### config.mk
export PLATFORM = sky130hd
export DESIGN_NAME = hpx_top
export DESIGN_NICKNAME = d
export VERILOG_FILES = /design/src/rtl/hpx_pkg.sv /design/src/rtl/hpx_dp.sv /design/src/rtl/hpx_ctrl.sv /design/src/rtl/hpx_top.sv
export SDC_FILE = /design/constraint.sdc
export NUM_CORES = 1
export LEC_CHECK = 0
export ABC_CLOCK_PERIOD_IN_PS = 5700
export BUFFER_PORTS_ARGS = -buffer_cell sky130_fd_sc_hd__buf_2
export CAP_MARGIN = 20
export CORE_ASPECT_RATIO = 0.75
export CORE_UTILIZATION = 66
export CTS_BUF_LIST = sky130_fd_sc_hd__clkbuf_2 sky130_fd_sc_hd__clkbuf_4 sky130_fd_sc_hd__clkbuf_8
export CTS_CLUSTER_DIAMETER = 150
export CTS_CLUSTER_SIZE = 16
export DETAILED_ROUTE_END_ITERATION = 7
export PLACE_DENSITY_LB_ADDON = 0.15
export SLEW_MARGIN = 20
export SYNTH_ARGS = -nofsm -noshare
export SYNTH_HDL_FRONTEND = slang
export SYNTH_HIERARCHICAL = 1
export SYNTH_SLANG_ARGS = --single-unit
### constraint.sdc
create_clock -name clk -period 5.7 [get_ports clk]
set_clock_uncertainty 0.2 [all_clocks]
set_input_delay 1.425 -clock clk [delete_from_list [all_inputs] [get_ports clk]]
set_output_delay 1.425 -clock clk [all_outputs]
set_load 0.05 [all_outputs]
### src/rtl/hpx_pkg.sv
package hpx_pkg;
  typedef enum logic [1:0] {
    ST_IDLE,
    ST_START,
    ST_XFER,
    ST_STOP
  } hpxState_t;

  // strobes from the sequencer to the datapath
  typedef struct packed {
    logic run;      // phase timer enabled
    logic load;     // capture image and address byte
    logic rd;       // direction for a load
    logic sample;   // data line sampled this cycle
    logic nextBit;  // advance to the next bit slot
    logic commit;   // publish the received image
  } hpxStrb_t;
endpackage

### src/rtl/hpx_dp.sv
module hpx_dp
  import hpx_pkg::*;
#(
  parameter int IMG_W = 16,
  parameter logic [6:0] EXP_ADDR = 7'h20,
  parameter int DIV_W = 8
) (
  input  logic             clk,
  input  logic             rstN,
  input  hpxStrb_t         strb,
  input  logic [DIV_W-1:0] quarterDiv,
  input  logic [IMG_W-1:0] outVec,
  input  logic             sdaIn,
  output logic             tick,
  output logic [1:0]       ph,
  output logic             txBit,
  output logic             ackSlot,
  output logic             addrByte,
  output logic             lastByte,
  output logic [IMG_W-1:0] inVec
);
  localparam int NB = IMG_W / 8;
  localparam int BW = $clog2(NB + 1);

  logic [DIV_W-1:0] cnt;
  logic [3:0]       bitIdx;
  logic [BW-1:0]    byteIdx;
  logic [7:0]       txSr;
  logic [7:0]       rxByte;
  logic [IMG_W-1:0] txImg;
  logic [IMG_W-1:0] rxAcc;
  logic [IMG_W-1:0] inReg;

  assign tick = strb.run && (({1'b0, cnt} + (DIV_W+1)'(1)) >= {1'b0, quarterDiv});

  always_ff @(posedge clk or negedge rstN) begin
    if (!rstN) begin
      cnt <= '0;
      ph  <= '0;
    end else if (!strb.run) begin
      cnt <= '0;
      ph  <= '0;
    end else if (tick) begin
      cnt <= '0;
      ph  <= ph + 2'd1;
    end else begin
      cnt <= cnt + DIV_W'(1);
    end
  end

  always_ff @(posedge clk or negedge rstN) begin
    if (!rstN) begin
      bitIdx  <= '0;
      byteIdx <= '0;
      txSr    <= '0;
      txImg   <= '0;
      rxByte  <= '0;
      rxAcc   <= '0;
    end else begin
      if (strb.sample && !ackSlot) rxByte <= {rxByte[6:0], sdaIn};
      if (strb.load) begin
        txImg   <= outVec;
        txSr    <= {EXP_ADDR, strb.rd};
        bitIdx  <= '0;
        byteIdx <= '0;
      end else if (strb.nextBit) begin
        if (ackSlot) begin
          bitIdx  <= '0;
          byteIdx <= byteIdx + BW'(1);
          txSr    <= txImg[int'(byteIdx)*8 +: 8];
        end else begin
          bitIdx <= bitIdx + 4'd1;
          txSr   <= {txSr[6:0], 1'b0};
          if (bitIdx == 4'd7 && !addrByte)
            rxAcc[(int'(byteIdx)-1)*8 +: 8] <= rxByte;
        end
      end
    end
  end

  always_ff @(posedge clk or negedge rstN) begin
    if (!rstN) inReg <= '0;
    else if (strb.commit) inReg <= rxAcc;
  end

  assign txBit    = txSr[7];
  assign ackSlot  = (bitIdx == 4'd8);
  assign addrByte = (byteIdx == '0);
  assign lastByte = (byteIdx == BW'(NB));
  assign inVec    = inReg;
endmodule

### src/rtl/hpx_ctrl.sv
module hpx_ctrl
  import hpx_pkg::*;
#(
  parameter int IMG_W = 16
) (
  input  logic             clk,
  input  logic             rstN,
  input  logic [IMG_W-1:0] outVec,
  input  logic             irqN,
  input  logic             sdaIn,
  input  logic             tick,
  input  logic [1:0]       ph,
  input  logic             txBit,
  input  logic             ackSlot,
  input  logic             addrByte,
  input  logic             lastByte,
  output hpxStrb_t         strb,
  output logic             sclOe,
  output logic             sdaOe,
  output logic             busy,
  output logic             errFlag,
  output logic             inNew,
  output logic             dataPhase
);
  hpxState_t        state;
  logic [IMG_W-1:0] outPrev;
  logic             irqS1, irqS2;
  logic             wrPend, isRd, nackSeen;
  logic             irqAct, outChg, phEnd, nackHit, endFrame;

  assign irqAct   = !irqS2;
  assign outChg   = (outVec != outPrev);
  assign phEnd    = tick && (ph == 2'd3);
  assign endFrame = ackSlot && (nackSeen || lastByte);

  always_comb begin
    strb         = '0;
    strb.run     = (state != ST_IDLE);
    strb.load    = (state == ST_IDLE) && (wrPend || irqAct);
    strb.rd      = !wrPend;
    strb.sample  = (state == ST_XFER) && tick && (ph == 2'd2);
    strb.nextBit = (state == ST_XFER) && phEnd && !endFrame;
    strb.commit  = (state == ST_STOP) && phEnd && isRd && !nackSeen;
  end

  // expander must acknowledge the address byte and every written byte
  assign nackHit = strb.sample && ackSlot && (addrByte || !isRd) && sdaIn;

  always_ff @(posedge clk or negedge rstN) begin
    if (!rstN) begin
      state    <= ST_IDLE;
      outPrev  <= '0;
      irqS1    <= 1'b1;
      irqS2    <= 1'b1;
      wrPend   <= 1'b0;
      isRd     <= 1'b0;
      nackSeen <= 1'b0;
      errFlag  <= 1'b0;
      inNew    <= 1'b0;
    end else begin
      irqS1   <= irqN;
      irqS2   <= irqS1;
      outPrev <= outVec;
      wrPend  <= (wrPend || outChg) && !(strb.load && !strb.rd);
      inNew   <= strb.commit;
      if (nackHit) errFlag <= 1'b1;
      if (strb.load) nackSeen <= 1'b0;
      else if (nackHit) nackSeen <= 1'b1;
      unique case (state)
        ST_IDLE:  if (strb.load) begin
                    isRd  <= strb.rd;
                    state <= ST_START;
                  end
        ST_START: if (phEnd) state <= ST_XFER;
        ST_XFER:  if (phEnd && endFrame) state <= ST_STOP;
        ST_STOP:  if (phEnd) state <= ST_IDLE;
        default:  state <= ST_IDLE;
      endcase
    end
  end

  always_comb begin
    sclOe = 1'b0;
    sdaOe = 1'b0;
    unique case (state)
      ST_START: begin
        sclOe = (ph >= 2'd2);
        sdaOe = (ph >= 2'd1);
      end
      ST_XFER: begin
        sclOe = (ph == 2'd0) || (ph == 2'd3);
        if (ackSlot) sdaOe = isRd && !addrByte && !lastByte;
        else         sdaOe = (addrByte || !isRd) && !txBit;
      end
      ST_STOP: begin
        sclOe = (ph == 2'd0);
        sdaOe = (ph <= 2'd1);
      end
      default: ;
    endcase
  end

  assign busy      = (state != ST_IDLE);
  assign dataPhase = (state == ST_XFER);
endmodule

### src/rtl/hpx_top.sv
module hpx_top
  import hpx_pkg::*;
#(
  parameter int IMG_W = 16,
  parameter logic [6:0] EXP_ADDR = 7'h20,
  parameter int DIV_W = 8
) (
  input  logic             clk,
  input  logic             rstN,
  input  logic [DIV_W-1:0] quarterDiv,
  input  logic [IMG_W-1:0] outVec,
  input  logic             irqN,
  input  logic             sdaIn,
  output logic             sclOe,
  output logic             sdaOe,
  output logic [IMG_W-1:0] inVec,
  output logic             inNew,
  output logic             busy,
  output logic             errFlag
);
  hpxStrb_t   strb;
  logic       tick, txBit, ackSlot, addrByte, lastByte, dataPhase;
  logic [1:0] ph;

  hpx_ctrl #(.IMG_W(IMG_W)) u_ctrl (
    .clk(clk), .rstN(rstN), .outVec(outVec), .irqN(irqN), .sdaIn(sdaIn),
    .tick(tick), .ph(ph), .txBit(txBit), .ackSlot(ackSlot),
    .addrByte(addrByte), .lastByte(lastByte), .strb(strb),
    .sclOe(sclOe), .sdaOe(sdaOe), .busy(busy), .errFlag(errFlag),
    .inNew(inNew), .dataPhase(dataPhase)
  );

  hpx_dp #(.IMG_W(IMG_W), .EXP_ADDR(EXP_ADDR), .DIV_W(DIV_W)) u_dp (
    .clk(clk), .rstN(rstN), .strb(strb), .quarterDiv(quarterDiv),
    .outVec(outVec), .sdaIn(sdaIn), .tick(tick), .ph(ph), .txBit(txBit),
    .ackSlot(ackSlot), .addrByte(addrByte), .lastByte(lastByte),
    .inVec(inVec)
  );
endmodule

==> results of run 1 <==
-- metrics by stage --
stage,std cells,hold slack [ns],area (um^2)
after floorplan,403,0.145,4790
after global placement,540,0.158,5140
after detailed placement,540,0.156,5140
after CTS,556,0.170,5350
after global routing,556,0.171,5350
final,556,0.167,5350
-- routing by layer --
layer / GRT usage, % / vias up
li1: - / 1500
met1: 37.6 / 1543
met2: 41.9 / 82
met3: 5.05 / 16
met4: 8.21 / 0
met5: 0 / -
-- power breakdown --
group	total, mW	internal (mW)	switching (mW)
combinational	0.544	0.232	0.311
sequential	0.914	0.845	0.0687
clock	0.474	0.220	0.254
total	1.93	1.30	0.634
-- Yosys cell counts (all sizes together) (2+ instances only) --
library cell	count	area (um^2)
a21oi	8	40.0
o21ai	24	120
and4	2	18.8
ha	25	313
a221o	8	80.1
xnor2	21	184
dfrtp	103	2580
inv	21	78.8
nand4	6	37.5
and3	7	50.1
a21o	2	15.0
nand2b	2	12.5
clkbuf	8	30.0
nor3	6	30.0
xor2	3	26.3
mux2i	10	100
o311a	2	20.0
dfstp	2	52.6
nand2	45	169
and2	3	18.8
a22oi	3	22.5
nor2b	9	71.3
buf	4	21.3
nor2	17	66.3
mux2	42	477
nand3	5	25.0
-- worst max path at each step --
| stage | startpoint | depth (start not counted) | endpoint |
|---|---|---|---|
| 6_report | quarterDiv[2] | 13 | u_dp/rxAcc[8]$_DFFE_PN0P_ |
| 5_1_grt | quarterDiv[2] | 13 | u_dp/rxAcc[8]$_DFFE_PN0P_ |
| 4_1_cts | u_dp/byteIdx[0]$_DFFE_PN0P_ | 7 | sdaOe |
| 3_5_place_dp | quarterDiv[2] | 13 | u_dp/rxAcc[8]$_DFFE_PN0P_ |
| 3_3_place_gp | quarterDiv[7] | 13 | u_dp/rxAcc[13]$_DFFE_PN0P_ |
| 2_1_floorplan | quarterDiv[7] | 13 | u_dp/txSr[1]$_DFFE_PN0N_ |
-- layout make-up --
| type | count | area [um^2] |
|---|---|---|
| sequential | 105 | 2630 |
| multi-input combinational | 265 | 2040 |
| fill | 475 | 1580 |
| timing repair buffer | 51 | 265 |
| clock buffer | 10 | 138 |
| tap | 98 | 123 |
| inverter | 21 | 78.8 |
| clock inverter | 6 | 73.8 |
-- worst register-to-register path: cells and delay by family, from the launching register on --
kind,cells,cell delay [ns]
fa+ha+maj,1,0.31
xor+xnor,1,0.17
flops,1,0.41
compound gates,3,0.45
simple gates,9,2.47
-- registers in the layout, indices dropped and copies added, names as in the netlist, 2 cells and up --
name / flops
u_dp/rxAcc: 16
u_dp/cnt: 8
u_ctrl/outPrev: 16
u_ctrl/state: 2
u_dp/bitIdx: 4
u_dp/ph: 2
u_dp/rxByte: 8
u_dp/byteIdx: 2
u_dp/txImg: 16
u_dp/inVec: 16
u_dp/txSr: 8
-- cell families (layout without fill, tap and decap cells) --
group / after synthesis / in the layout / share of synthesized area, %
DFF: 105 / 105 / 54.9
muxes: 52 / 52 / 12.0
AOI/OAI and AO/OA: 55 / 55 / 7.78
buffers and inverters: 33 / 88 / 2.72
and+or+nand+nor: 109 / 109 / 11.6
xor gates and xnor gates: 24 / 24 / 4.39
adders and majority gates: 25 / 25 / 6.53
==> impl_metrics.ini, run 1 <==
[worst_hold_path]
min_to = u_ctrl/irqS2$_DFF_PN1_
hold_class = flop to flop
whs_path_depth = 0
min_from = u_ctrl/irqS1$_DFF_PN1_

[final_layout]
antenna_cells = 0
final_common_cell = dfrtp_1
layout_common_cells = dfrtp_1, buf_2, nand2_1, mux2_2, ha_1
drive_above_1_share_pct = 27.5
fin_util_pct = 77.2
layout.nets = 506
area_growth_pct = 11.6

[cts]
htree_levels = 3
clkSinkCount = 105
cts_tree = yes
post_cts_resized = 0
post_cts_buffers = 0
clockRootBuffer = clkbuf_8
cts.path.max_buffers = 2
cts_hold_buf = 0
path_clk_slew_ns = 0.10
clock_latency_ns = 0.36
cts_buffers = 9

[worst_setup_path]
crit_family = simple AND/OR/NAND/NOR gates
critPathBufInv = 2
r2r_setup_slack_ns = 1.57
regToRegEndpoint = u_dp/rxAcc[8]$_DFFE_PN0P_
reg2reg_from = u_dp/cnt[2]$_DFF_PN0_
crit_chain = buf_2, inv_1, ha_1, nand2_1, o21ai_1, a211oi_1, nor2_1, nand2_1, nor2_1, nor2b_1, nand4_1, nand2_1, o21ai_0
worstSetupEndpointType = flop
crit_path_start_kind = input port
cpMostUsedCell = nand2_1
worstPathArrival_ns = 4.33
rr_worst_depth = 14
slowest_stage = nand4_1
path_max_fanout = 16
worstPathRequired_ns = 5.72
max_stage_delay_ns = 0.51
criticalPathCategory = input port to flop

[synth]
syn_inst = 403
async_flop_share_pct = 100
syn_area_mm2 = 0.00479
ys_seq_area_share_pct = 54.9
ys.warnings.count = 6
synth_ff_type = dfrtp_1
synth_fp_nets = 456
ys_ff_latch = 105
synth.distinct_cells = 51
synth_edf_count = 0
avgSynthCellArea_um2 = 11.9

[sta]
slew_headroom_pct = 39.4
max_slew.worst_pin.slew_ns = 0.907
setup_ws_ns = 1.39
setup_viol = 0
fin_crit_sh_pct = 75.6
setup_tns_ns = 0
finalMaxSlewViolations = 0
max_freq_mhz = 232
rsz0062_at_grt = no
hold_viol_final = 0
period_needed_ns = 4.31

[die]
rows = 26
start_util_pct = 69.1
io_pins = 49
core_area_mm2 = 0.00693
die_h_um = 75.8
dieArea_mm2 = 0.00761
die_w_um = 100

[placement]
gp_congestion = 0.835
port_buffers = 48
dp_worst_setup_slack_ns = 1.13
post-dp-hpwl_um = 6300

[detailed_routing]
met3_length_um = 392
vias = 3141
highest_layer = met4
finalWirelength_um = 8990
wl_met1_um = 4330
drc = 0
first_pass_iters = 4
ant_nets = 0
routed_via_density = 5.65
first_iter_violations = 201
wl_per_cell_um = 16.2
met2WireLength_um = 4140

[grt]
antenna_found_initial = 0
grt_pass1_vias = 3035
grt_usage_pct = 26.3
gr-total-overflow = 0
grt_pass1_wl_um = 15000
grt_start_max_net_pins = 70

[power]
finalPower_mw = 1.93
power_leakage_nw = 2.57
power_density_mw_per_mm2 = 361
ir_drop_v = 0.000236

[status]
status = complete, no violations

[job]
drv_cap = 0
Power figures use the tool's default switching activity.
==> run 2: changes to the inputs <==
--- a/config.mk
+++ b/config.mk
@@ -5,11 +5,11 @@
 export SDC_FILE = /design/constraint.sdc
 export NUM_CORES = 1
 export LEC_CHECK = 0
-export ABC_CLOCK_PERIOD_IN_PS = 5700
+export ABC_CLOCK_PERIOD_IN_PS = 4300
 export BUFFER_PORTS_ARGS = -buffer_cell sky130_fd_sc_hd__buf_2
 export CAP_MARGIN = 20
 export CORE_ASPECT_RATIO = 0.75
-export CORE_UTILIZATION = 66
+export CORE_UTILIZATION = 61
 export CTS_BUF_LIST = sky130_fd_sc_hd__clkbuf_2 sky130_fd_sc_hd__clkbuf_4 sky130_fd_sc_hd__clkbuf_8
 export CTS_CLUSTER_DIAMETER = 150
 export CTS_CLUSTER_SIZE = 16
==> constraint.sdc (replaced) <==
create_clock -name clk -period 4.3 [get_ports clk]
set_clock_uncertainty 0.2 [all_clocks]
set_input_delay 1.075 -clock clk [delete_from_list [all_inputs] [get_ports clk]]
set_output_delay 1.075 -clock clk [all_outputs]
set_load 0.05 [all_outputs]
==> impl_metrics.ini, run 2 (synthesis results as in run 1) <==
[sta]
hold_viol_final = 0
rsz0062_at_grt = no
fin_crit_sh_pct = 91.5
setup_viol = 0
max_slew.worst_pin.slew_ns = 0.874
period_needed_ns = 3.93
max_freq_mhz = 254
setup_tns_ns = 0
finalMaxSlewViolations = 0
slew_headroom_pct = 41.6

[cts]
post_cts_resized = 0
cts_buffers = 9
clock_latency_ns = 0.36
clockRootBuffer = clkbuf_8
cts_hold_buf = 0
path_clk_slew_ns = 0.09
clkSinkCount = 105
htree_levels = 3
post_cts_buffers = 0
cts.path.max_buffers = 2
cts_tree = yes

[placement]
gp_congestion = 0.813
port_buffers = 48
post-dp-hpwl_um = 6370

[detailed_routing]
first_iter_violations = 166
drc = 0
vias = 3077
ant_nets = 0
finalWirelength_um = 8650
wl_per_cell_um = 15.4
routed_via_density = 5.48
first_pass_iters = 4

[worst_setup_path]
regToRegEndpoint = u_dp/txSr[2]$_DFFE_PN0N_
worstPathArrival_ns = 2.66
worstSetupEndpointType = output port
rr_worst_depth = 13
path_max_fanout = 13
crit_chain = inv_1, ha_1, nor2b_1, and3b_1, o21ai_0, a31oi_1, buf_2
criticalPathCategory = flop to output port
crit_path_start_kind = flop
critPathBufInv = 2
crit_family = flip-flops
max_stage_delay_ns = 0.75
slowest_stage = dfrtp_1
worstPathRequired_ns = 3.02
r2r_setup_slack_ns = 0.58
reg2reg_from = u_dp/cnt[0]$_DFF_PN0_

[final_layout]
drive_above_1_share_pct = 28.0
area_growth_pct = 11.9
antenna_cells = 0
layout_common_cells = dfrtp_1, buf_2, nand2_1, mux2_2, ha_1
layout.nets = 509
final_common_cell = dfrtp_1

[grt]
grt_start_max_net_pins = 43
grt_usage_pct = 23.8
antenna_found_initial = 0
gr-total-overflow = 0
grt_pass1_wl_um = 15300
grt_pass1_vias = 3125

[worst_hold_path]
hold_class = flop to flop
min_from = u_ctrl/irqS1$_DFF_PN1_
whs_path_depth = 0
min_to = u_ctrl/irqS2$_DFF_PN1_

[power]
power_leakage_nw = 2.57
ir_drop_v = 0.000379
finalPower_mw = 2.51
power_density_mw_per_mm2 = 468

[job]
drv_cap = 0

[die]
start_util_pct = 64.2
die_h_um = 78.8
dieArea_mm2 = 0.00822
rows = 27
io_pins = 49
die_w_um = 104
core_area_mm2 = 0.00747

[status]
status = complete, no violations
[run 2: worst max-delay path by stage]
stage / cells after the start / to / start
global route: 7 / sdaOe / u_dp/byteIdx[0]$_DFFE_PN0P_
detailed placement: 13 / u_dp/txSr[2]$_DFFE_PN0N_ / quarterDiv[2]
floorplan: 13 / u_dp/txSr[1]$_DFFE_PN0N_ / quarterDiv[7]
CTS: 7 / sdaOe / u_dp/byteIdx[0]$_DFFE_PN0P_
global placement: 12 / u_dp/txSr[7]$_DFFE_PN0N_ / quarterDiv[7]
finish: 7 / sdaOe / u_dp/byteIdx[0]$_DFFE_PN0P_
[run 2: worst register-to-register path, delay by kind of cell (launching register included)]
family,cells,cell delay [ns]
flip-flops,1,0.42
AND/OR/NAND/NOR,6,0.99
XOR/XNOR,1,0.27
adder cells (fa/ha/maj),2,0.56
AO/OA/AOI/OAI,4,1.18
[run 2: final cells by class]
type                       count  area, um^2
timing repair buffer          54         288
inverter                      21        78.8
clock inverter                 5        45.0
fill                         563        2110
clock buffer                  11         151
tap                          101         126
sequential                   105        2630
multi-input combinational    265        2040
[run 2: stage by stage]
stage          area (um^2)  hold slack, ns  util [%]  setup WS, ns  instances
6_report              5360           0.163      71.8         0.367        562
5_1_grt               5360           0.172      71.8         0.207        562
4_1_cts               5360           0.166      71.8         0.378        562
3_5_place_dp          5160           0.153      69.1         0.379        546
3_3_place_gp          5160           0.152      69.1         0.539        546
2_1_floorplan         4790           0.145         -         0.695        403
[run 2: routing by layer]
metal  vias up  global-route usage (%)  routed length (um)
met4         0                    7.29                 104
met1      1491                    34.7                4300
li1       1507                       -                   -
met5         -                       0                   0
met3        12                    4.84                 278
met2        67                    36.6                3970
[run 2: report_power, final]
part	leakage, nW	switching (mW)	internal [mW]
clock network	0.104	0.335	0.254
logic	1.10	0.404	0.307
registers	1.37	0.0897	1.12
total	2.57	0.829	1.68
